## src/rtl/pwm_prescaled.sv

```systemverilog
module pwm_prescaled #(
  parameter int CNT_W  = 8,
  parameter int PRE_W  = 2,
  parameter int DATA_W = 8
) (
  input  logic              clk,
  input  logic              rst,
  input  logic              tick,
  input  logic              wr_en,
  input  logic              addr,
  input  logic [DATA_W-1:0] wdata,
  output logic [DATA_W-1:0] rdata,
  output logic              pwm_out
);
  localparam int DUTY_W = CNT_W - 1;
  localparam int IDX_W  = $clog2(CNT_W);
  localparam int EN_BIT = DATA_W - 1;
  localparam int PAD_W  = DATA_W - 1 - PRE_W;

  logic              en_q;
  logic [PRE_W-1:0]  pre_q;
  logic [DUTY_W-1:0] duty_q;
  logic [CNT_W-1:0]  cnt_q;
  logic [CNT_W-1:0]  cnt_inc;
  logic [CNT_W-1:0]  full_scale;
  logic [CNT_W-1:0]  low_bits;
  logic [IDX_W-1:0]  wrap_bit;

  assign wrap_bit   = IDX_W'(CNT_W - 1) - IDX_W'(pre_q);
  assign full_scale = CNT_W'(1) << wrap_bit;
  assign low_bits   = cnt_q & (full_scale - CNT_W'(1));
  assign cnt_inc    = cnt_q + CNT_W'(1);

  always_ff @(posedge clk) begin
    if (rst) begin
      en_q   <= 1'b0;
      pre_q  <= '0;
      duty_q <= '0;
    end else if (wr_en) begin
      if (!addr) begin
        en_q  <= wdata[EN_BIT];
        pre_q <= wdata[PRE_W-1:0];
      end else begin
        duty_q <= wdata[DUTY_W-1:0];
      end
    end
  end

  always_ff @(posedge clk) begin
    if (rst || !en_q)
      cnt_q <= '0;
    else if (tick)
      cnt_q <= cnt_inc[wrap_bit] ? '0 : cnt_inc;
  end

  assign pwm_out = en_q && (low_bits < CNT_W'(duty_q));
  assign rdata   = addr ? DATA_W'(duty_q) : {en_q, {PAD_W{1'b0}}, pre_q};

endmodule

```

## config.mk

```make
export PLATFORM = sky130hd
export DESIGN_NAME = pwm_prescaled
export DESIGN_NICKNAME = d
export VERILOG_FILES = /design/src/rtl/pwm_prescaled.sv
export SDC_FILE = /design/constraint.sdc
export NUM_CORES = 1
export LEC_CHECK = 0
export ABC_AREA = 0
export CAP_MARGIN = 20
export CORE_AREA = 2 2 66 68
export CTS_BUF_LIST = sky130_fd_sc_hd__clkbuf_8
export CTS_CLUSTER_DIAMETER = 120
export DETAILED_ROUTE_END_ITERATION = 8
export DIE_AREA = 0 0 68 70
export DONT_BUFFER_PORTS = 1
export PLACE_DENSITY = 0.45
export SLEW_MARGIN = 5
export SYNTH_ARGS = -nofsm -noshare
export SYNTH_HDL_FRONTEND = slang
export SYNTH_SLANG_ARGS = --single-unit
```

## constraint.sdc

```tcl
create_clock -name clk -period 1.9 [get_ports clk]
set_clock_uncertainty 0.15 [all_clocks]
set_input_delay 0.285 -clock clk [delete_from_list [all_inputs] [get_ports clk]]
set_output_delay 0.285 -clock clk [all_outputs]
set_load 0.05 [all_outputs]
```

==> results of run 1 <==
-- routing by layer --
layer	GRT usage	up-vias
li1	-	584
met1	0.180	579
met2	0.255	24
met3	0.0242	7
met4	0.0689	0
met5	0	-
-- final cells by class --
type / instances / area share
Clock buffer: 4 / 0.0328
Sequential cell: 18 / 0.227
Inverter: 9 / 0.0201
Multi-Input combinational cell: 113 / 0.519
Timing Repair Buffer: 32 / 0.162
Tap cell: 52 / 0.0387
-- sequential cells by signal, indices dropped and copies added, names as in the netlist --
register,count
en_q,1
pre_q,2
cnt_q,8
duty_q,7
-- logic make-up (layout without fill, tap and decap cells) --
logic type,Yosys count,count (layout),synth area share
compound gates,31,31,0.190
simple gates,70,70,0.331
mux,4,4,0.0352
xor+xnor,1,1,0.00747
buf+inv,16,45,0.0544
fa+ha+maj,7,7,0.0747
flops,18,18,0.307
-- repair_timing --
item | in CTS | in global routing
endpoints found under the hold margin | 11 | 0
setup endpoints to repair | 9 | 9
hold buffers | 2 | 0
pin swaps | 15 | 4
gates resized for setup | 26 | 7
setup buffers | 4 | 2
-- layout by cell type (no fill, tap or decap), types with 3 or more instances in the layout --
cell / n
dfxtp_2: 5
ha_1: 4
nor2b_1: 5
and2_1: 5
dfxtp_4: 4
o22ai_2: 3
clkbuf_8: 4
buf_6: 4
nand3_1: 8
nor4_1: 3
dfxtp_1: 9
nand2_1: 18
ha_4: 3
a21oi_1: 12
a22o_1: 3
inv_1: 8
nor2_1: 8
mux2i_1: 3
nand2b_1: 4
buf_4: 25
-- stage by stage --
stage	setup TNS (ns)	power, mW	cells	setup WS [ns]
final	-0.688	0.840	228	-0.145
after global routing	-1.20	0.872	228	-0.209
after CTS	-0.495	0.845	226	-0.173
after detailed placement	-0.219	0.503	216	-0.0551
after global placement	-0.0349	0.501	216	-0.0241
after floorplan	-0.187	0.485	147	-0.187
-- worst max-delay path, stage by stage (launching register included) --
cell and delay (ns):
dfxtp_4 0.37, nor2_4 0.11, and2_4 0.16, ha_4 0.19, nand2_1 0.05, nand3b_1 0.09, a31oi_2 0.21, buf_12 0.17
-- worst max path at each step --
stage               startpoint      end  depth (start not counted)
floorplan             pre_q[1]  pwm_out                          6
global placement      cnt_q[2]  pwm_out                          6
detailed placement    cnt_q[2]  pwm_out                          6
CTS                  duty_q[1]  pwm_out                          8
global route          cnt_q[0]  pwm_out                          8
finish                pre_q[1]  pwm_out                          7
-- power by group --
part | internal (mW) | switching (mW) | total (mW)
sequential | 0.384 | 0.0105 | 0.394
clock | 0.185 | 0.143 | 0.327
combinational | 0.0489 | 0.0694 | 0.118
==> flow_summary.yaml, run 1 <==
cells_and_area:
  fillerInstances: 420
  multi_input_area_um2: 871
  regArea_um2: 382
  finalInstanceArea_um2: 1680
  drive_above_1_share: 0.392
  synthToLayoutAreaGrowth_pct: 43.2
  utilization: 0.405
  antennaDiodeCount: 0
  nNetsFinal: 197
yosys:
  synth_edf_count: 0
  synth_nets: 167
  yosysWarnings: 0
  synth.distinct_cells: 42
  synth_seq_area_share: 0.307
  synth_flop_cell: "dfxtp_1"
  synth_top_area_frac: 0.307
  synth_most_common_cell: "nand2_1"
  netlist_top_cells_area: "dfxtp_1 31%, ha_1 7.5%, nand2_1 6.1%"
  ys_async_sr_fraction: 0
  ys_ff_latch: 18
  yosys.area.top_type: "dfxtp_1"
  yosys-top-cells-count: "19 x nand2_1, 18 x dfxtp_1, 13 x a21oi_1"
  synth.cell_area_um2: 1170
  syn_avg_cell_area_um2: 7.98
  synthCells: 147
run:
  maxCapViolCount: 0
detailed_routing:
  avgRoutedWirePerCell_um: 14.6
  routed_wl_um: 3330
  initialDrtViolationCount: 24
  final_antenna_net_count: 0
  met2_length_um: 1710
  vias_per_cell: 5.24
  drc: 0
  met1_length_um: 1470
  first_pass_iters: 4
  met3_length_um: 85
  maxUsedRoutingLayer: "met4"
  vias: 1194
clocking:
  clock_path_buffers: 2
  cts_made_buffers: 3
  cts_tree: "yes"
  htreeDepth: 1
  cts.sinks: 18
  clkLatencyLatePin_ns: 0.26
  root_buffer: "clkbuf_8"
  clkTransAtPathRegs_ns: 0.08
die:
  die_y_um: 70
  die_area_um2: 4760
  initial_utilization: 0.283
  core-area_um2: 4140
  io_pins: 22
  rows: 24
  die_x_um: 68
sta:
  timing.fmax_mhz: 489
  finalCriticalPeriod_ns: 2.04
  timing.slew.headroom: 0.668
  slew_viol_final: 0
  rsz0062_at_grt: "true"
  finalSetupViolCount: 9
  tightest_slew_ns: 0.502
  finalCritPeriodShare: 1.08
  hold_violations: 0
  whs_ns: 0.00747
  setup_slack_ns: -0.145
min_path:
  worstHoldStart: "wdata[1]"
  min_path_cells: 2
  hold_end: "duty_q[1]"
  holdCritPathClass: "in -> reg"
global_route:
  track_usage: 0.150
  grt_pass1_vias: 1168
  antenna_found_initial: 0
  grt_max_degree: 19
  grt_remaining_overflow: 0
  grt_pass1_wl_um: 5420
placement:
  portBuffers: 0
  dpl.hpwl_um: 2460
  dpl_cell_area_um2: 1440
  gp_congestion: 0.793
status:
  violations: "negative setup slack"
  outcome: "finished, violations left"
critical_path:
  reg2reg_depth: 8
  worstPathRequired_ns: 1.46
  crit_arrival_ns: 1.61
  cp_max_fo: 4
  worst_r2r_endpoint: "cnt_q[6]"
  crit_type: "reg -> out"
  cp-start-kind: "register"
  worstReg2RegStart: "cnt_q[1]"
  crit_path_end_kind: "primary output"
  ff2ff_setup_slack_ns: -0.12
power:
  leakage_nw: 0.625
  pwr_density_cell_nw_per_um2: 500
  peakVddDrop_mv: 0.156
(Power assumes the default switching activity.)
==> run 2, diff against run 1 <==
- CORE_AREA: 2 2 66 68 -> 2 2 52 54
- CTS_CLUSTER_SIZE: not set -> 24
- DIE_AREA: 0 0 68 70 -> 0 0 54 56
- PLACE_DENSITY: 0.45 -> 0.66
==> flow_summary.yaml, run 2 (synthesis gave the netlist of run 1 again) <==
critical_path:
  crit_path_end_kind: "primary output"
  worstReg2RegStart: "cnt_q[1]"
  ff2ff_setup_slack_ns: -0.14
  worst_r2r_endpoint: "cnt_q[6]"
  crit_end: "pwm_out"
  reg2reg_depth: 8
  cp_max_fo: 5
  worstPathRequired_ns: 1.46
  slowest_stage: "dfxtp_4"
  critPathMaxStageDelay_ns: 0.37
  worstPathCellList: "nor2_4, and2_4, ha_4, nand2_1, nand3b_1, a31oi_2, buf_12"
  crit_type: "reg -> out"
  crit_start: "pre_q[1]"
  cp-start-kind: "register"
  crit_arrival_ns: 1.61
die:
  die_x_um: 54
  die_y_um: 56
  rows: 18
  core-area_um2: 2430
  io_pins: 22
  initial_utilization: 0.482
  die_area_um2: 3020
cells_and_area:
  largestRegisters: "cnt_q: 8 flops, duty_q: 7 flops, pre_q: 2 flops"
  nNetsFinal: 196
  final_cell_mix: "26 x buf_4, 19 x nand2_1, 12 x a21oi_1"
  layout_commonest_cell: "buf_4"
  regMostFlops: "cnt_q"
  synthToLayoutAreaGrowth_pct: 36.4
  drive_above_1_share: 0.366
  largest_reg_flops: 8
  utilization: 0.657
  antennaDiodeCount: 0
detailed_routing:
  first_pass_iters: 4
  final_antenna_net_count: 0
  routed_wl_um: 3230
  drc: 0
  vias: 1196
  vias_per_cell: 5.83
  initialDrtViolationCount: 30
  avgRoutedWirePerCell_um: 15.8
sta:
  slew_viol_final: 0
  tightest_slew_ns: 0.528
  finalCriticalPeriod_ns: 2.05
  setup_slack_ns: -0.147
  timing.fmax_mhz: 489
  finalCritPeriodShare: 1.08
  rsz0062_at_grt: "true"
  timing.slew.headroom: 0.644
  finalSetupViolCount: 9
  hold_violations: 0
  whs_ns: 0.00440
clocking:
  cts_made_buffers: 3
  clkLatencyLatePin_ns: 0.27
  root_buffer: "clkbuf_8"
  cts.sinks: 18
  clkTransAtPathRegs_ns: 0.08
  htreeDepth: 1
  cts_tree: "yes"
  clock_path_buffers: 2
min_path:
  holdCritPathClass: "in -> reg"
run:
  maxCapViolCount: 0
placement:
  gp_congestion: 0.878
  place_worst_setup_slack_ns: -0.0668
  dpl.hpwl_um: 2270
  portBuffers: 0
global_route:
  antenna_found_initial: 0
  grt_max_degree: 19
  track_usage: 0.232
  grt_pass1_vias: 1158
  grt_remaining_overflow: 0
  grt_pass1_wl_um: 5150
status:
  outcome: "finished, violations left"
  violations: "negative setup slack"
power:
  peakVddDrop_mv: 0.445
  pwr_density_cell_nw_per_um2: 503
  leakage_nw: 0.603
  total_power_mw: 0.804
-- run 2: metrics by stage --
step	cell area (um2)	TNS [ns]	std cells
6_report	1600	-0.846	205
5_1_grt	1600	-1.40	205
4_1_cts	1600	-0.825	205
3_5_place_dp	1400	-0.387	192
3_3_place_gp	1400	-0.143	192
2_1_floorplan	1220	-0.187	147
-- run 2: area by class of cell --
cell class                      count  area, um2
Clock inverter                      1       3.75
Multi-Input combinational cell    113        841
Sequential cell                    18        384
Timing Repair Buffer               31        258
Inverter                            9       33.8
Tap cell                           30       37.5
Fill cell                         198        833
Clock buffer                        3       41.3
-- run 2: worst min-delay path by stage --
stage / slack (ns) / cells past startpoint / endpoint / startpoint
after floorplan: 0.28 / 2 / en_q / wdata[7]
after global placement: 0.21 / 1 / duty_q[2] / rst
after detailed placement: 0.21 / 1 / duty_q[3] / rst
after CTS: 0.006 / 2 / duty_q[2] / wdata[2]
after global routing: 0.005 / 2 / duty_q[2] / wdata[2]
final: 0.004 / 2 / duty_q[2] / wdata[2]
-- run 2: what timing repair did --
action	CTS	global route
hold endpoints to repair	11	0
buffers inserted	7	0
setup endpoints to repair	9	9
resized for setup	26	1
hold buffers	2	0
pin swaps	16	4
-- run 2: critical path, delay by kind of cell (launching register included) --
kind	cells	cell delay [ns]
adder cells (fa/ha/maj)	1	0.19
AND/OR/NAND/NOR	4	0.40
buffers and inverters	1	0.17
AO/OA/AOI/OAI	1	0.21
flip-flops	1	0.37
-- run 2: power by group --
| group | leakage, nW | switching (mW) | internal (mW) |
|---|---|---|---|
| Combinational | 0.427 | 0.0671 | 0.0474 |
| Clock | 0.0231 | 0.150 | 0.145 |
| Sequential | 0.153 | 0.0110 | 0.384 |
| Total | 0.603 | 0.228 | 0.576 |
-- run 2: metal layers --
metal	track usage	vias up	part of all wire
li1	-	581	-
met1	0.283	577	0.45
met2	0.359	31	0.49
met3	0.0753	7	0.049
met4	0.111	0	0.018
met5	0	-	0
==> run 3, diff against run 2 <==
--- a/config.mk
+++ b/config.mk
@@ -15,5 +15,5 @@
 export DIE_AREA = 0 0 54 56
 export DONT_BUFFER_PORTS = 1
-export PLACE_DENSITY = 0.66
+export PLACE_DENSITY = 0.64
 export SLEW_MARGIN = 5
 export SYNTH_ARGS = -nofsm -noshare
==> constraint.sdc (replaced) <==
create_clock -name clk -period 2.25 [get_ports clk]
set_clock_uncertainty 0.15 [all_clocks]
set_input_delay 0.1125 -clock clk [delete_from_list [all_inputs] [get_ports clk]]
set_output_delay 0.1125 -clock clk [all_outputs]
set_load 0.05 [all_outputs]
==> flow_summary.yaml, run 3 (synthesis gave the netlist of run 1 again) <==
die:
  io_pins: 22
  rows: 18
  die_area_um2: 3020
  initial_utilization: 0.482
  core-area_um2: 2430
  die_x_um: 54
  die_y_um: 56
detailed_routing:
  final_antenna_net_count: 0
  initialDrtViolationCount: 32
  drc: 0
  vias_per_cell: 5.73
  vias: 1112
  routed_wl_um: 2920
  first_pass_iters: 5
  avgRoutedWirePerCell_um: 15.1
power:
  p_comb_frac: 0.135
  leakage_nw: 0.509
  pwr_density_cell_nw_per_um2: 493
  total_power_mw: 0.707
  netSwitchingFraction: 0.258
  p_sw_mw: 0.183
  peakVddDrop_mv: 0.390
  p_seq_frac: 0.478
  clockPowerShare: 0.386
  p_int_mw: 0.525
cells_and_area:
  finalInstanceArea_um2: 1440
  synthToLayoutAreaGrowth_pct: 22.4
  largestRegisters: "cnt_q: 8 flops, duty_q: 7 flops, pre_q: 2 flops"
  largest_reg_flops: 8
  layout_commonest_cell: "nand2_1"
  antennaDiodeCount: 0
  utilization: 0.590
  drive_above_1_share: 0.128
  nNetsFinal: 185
  final_cell_mix: "19 x nand2_1, 17 x dlygate4sd3_1, 14 x dfxtp_1"
  layout.cells.non_filler: 194
  regMostFlops: "cnt_q"
placement:
  dp_cells: 173
  gp_congestion: 0.858
  dpl_cell_area_um2: 1200
  place_worst_setup_slack_ns: 0.0900
  dpl.hpwl_um: 1960
  portBuffers: 0
status:
  outcome: "completed"
global_route:
  track_usage: 0.207
  grt_util_met3: 0.0403
  grt_pass1_vias: 1066
  grt_max_degree: 19
  busiest_layer: "met2"
  use_met2: 0.340
  grt_remaining_overflow: 0
  antenna_found_initial: 0
  grt_use_met1: 0.257
  grt_pass1_wl_um: 4640
critical_path:
  cpLargestDelayFamily: "simple AND/OR/NAND/NOR gates"
  crit_type: "reg -> reg"
  path_depth: 7
  crit_arrival_ns: 2.11
  slowest_stage: "or4_1"
  worstPathCellList: "ha_2, nand3_2, or4_1, o311a_2, and2_1, o211ai_1, nand2_1"
  cp_max_fo: 7
  reg2reg_depth: 7
  critPathMaxStageDelay_ns: 0.54
  cp-start-kind: "register"
  path_buf_inv: 0
  crit_path_end_kind: "register"
  worstPathRequired_ns: 2.25
sta:
  finalCriticalPeriod_ns: 2.12
  timing.fmax_mhz: 473
  rsz0062_at_grt: "false"
  setup_slack_ns: 0.135
  finalCritPeriodShare: 0.940
  timing.slew.headroom: 0.680
  slew_viol_final: 0
  hold_violations: 0
  tightest_slew_ns: 0.475
  fin_tns_setup_ns: 0
  whs_ns: 0.00665
  finalSetupViolCount: 0
clocking:
  cts.sinks: 18
  clkTransAtPathRegs_ns: 0.07
  cts_tree: "yes"
  htreeDepth: 1
  root_buffer: "clkbuf_8"
  clock_path_buffers: 2
  cts_made_buffers: 3
  clkLatencyLatePin_ns: 0.26
run:
  maxCapViolCount: 0
min_path:
  holdCritPathClass: "in -> reg"
  min_path_cells: 3
run 3: changes by cell type in the layout (fill, tap and decap cells not counted), sizes merged:
| cell | before | now |
|---|---|---|
| dlygate4sd3 | 2 | 17 |
| clkbuf | 3 | 4 |
| clkinv | 1 | 0 |
| buf | 29 | 3 |
run 3: power by group through the flow:
| stage | logic [mW] | registers [mW] | clock network (mW) |
|---|---|---|---|
| after floorplan | 0.0698 | 0.340 | 0 |
| after global placement | 0.0673 | 0.345 | 0 |
| after detailed placement | 0.0687 | 0.345 | 0 |
| after CTS | 0.0940 | 0.338 | 0.275 |
| after global routing | 0.103 | 0.340 | 0.288 |
| final | 0.0958 | 0.338 | 0.273 |
run 3: layout make-up:
cell class	count	area (um2)
fill	224	997
timing repair buffer	20	193
tap	30	37.5
inverter	9	33.8
clock buffer	4	55.1
multi-input combinational	113	751
sequential	18	365
run 3: tightest hold or removal path, cell delays in order:
cell	delay, ns
nor2b_1	0.07
mux2i_1	0.12
nor2_1	0.08
run 3: path summary, 6_finish.rpt:
kind / start / end / slack [ns]
min reg2reg: duty_q[2] / duty_q[2] / 0.32
max: cnt_q[0] / cnt_q[4] / 0.13
min: addr / pre_q[0] / 0.007
max reg2reg: cnt_q[0] / cnt_q[4] / 0.13
run 3: routing by layer:
| layer | up-vias | part of all wire |
|---|---|---|
| met4 | 0 | 0.017 |
| li1 | 559 | - |
| met1 | 513 | 0.43 |
| met5 | - | 0 |
| met2 | 32 | 0.49 |
| met3 | 8 | 0.061 |
run 3: repair_timing:
action,in CTS,in global routing
hold endpoints to repair,17,0
buffers inserted,0,0
gates resized for setup,0,5
hold buffers,17,0
setup endpoints to repair,0,9
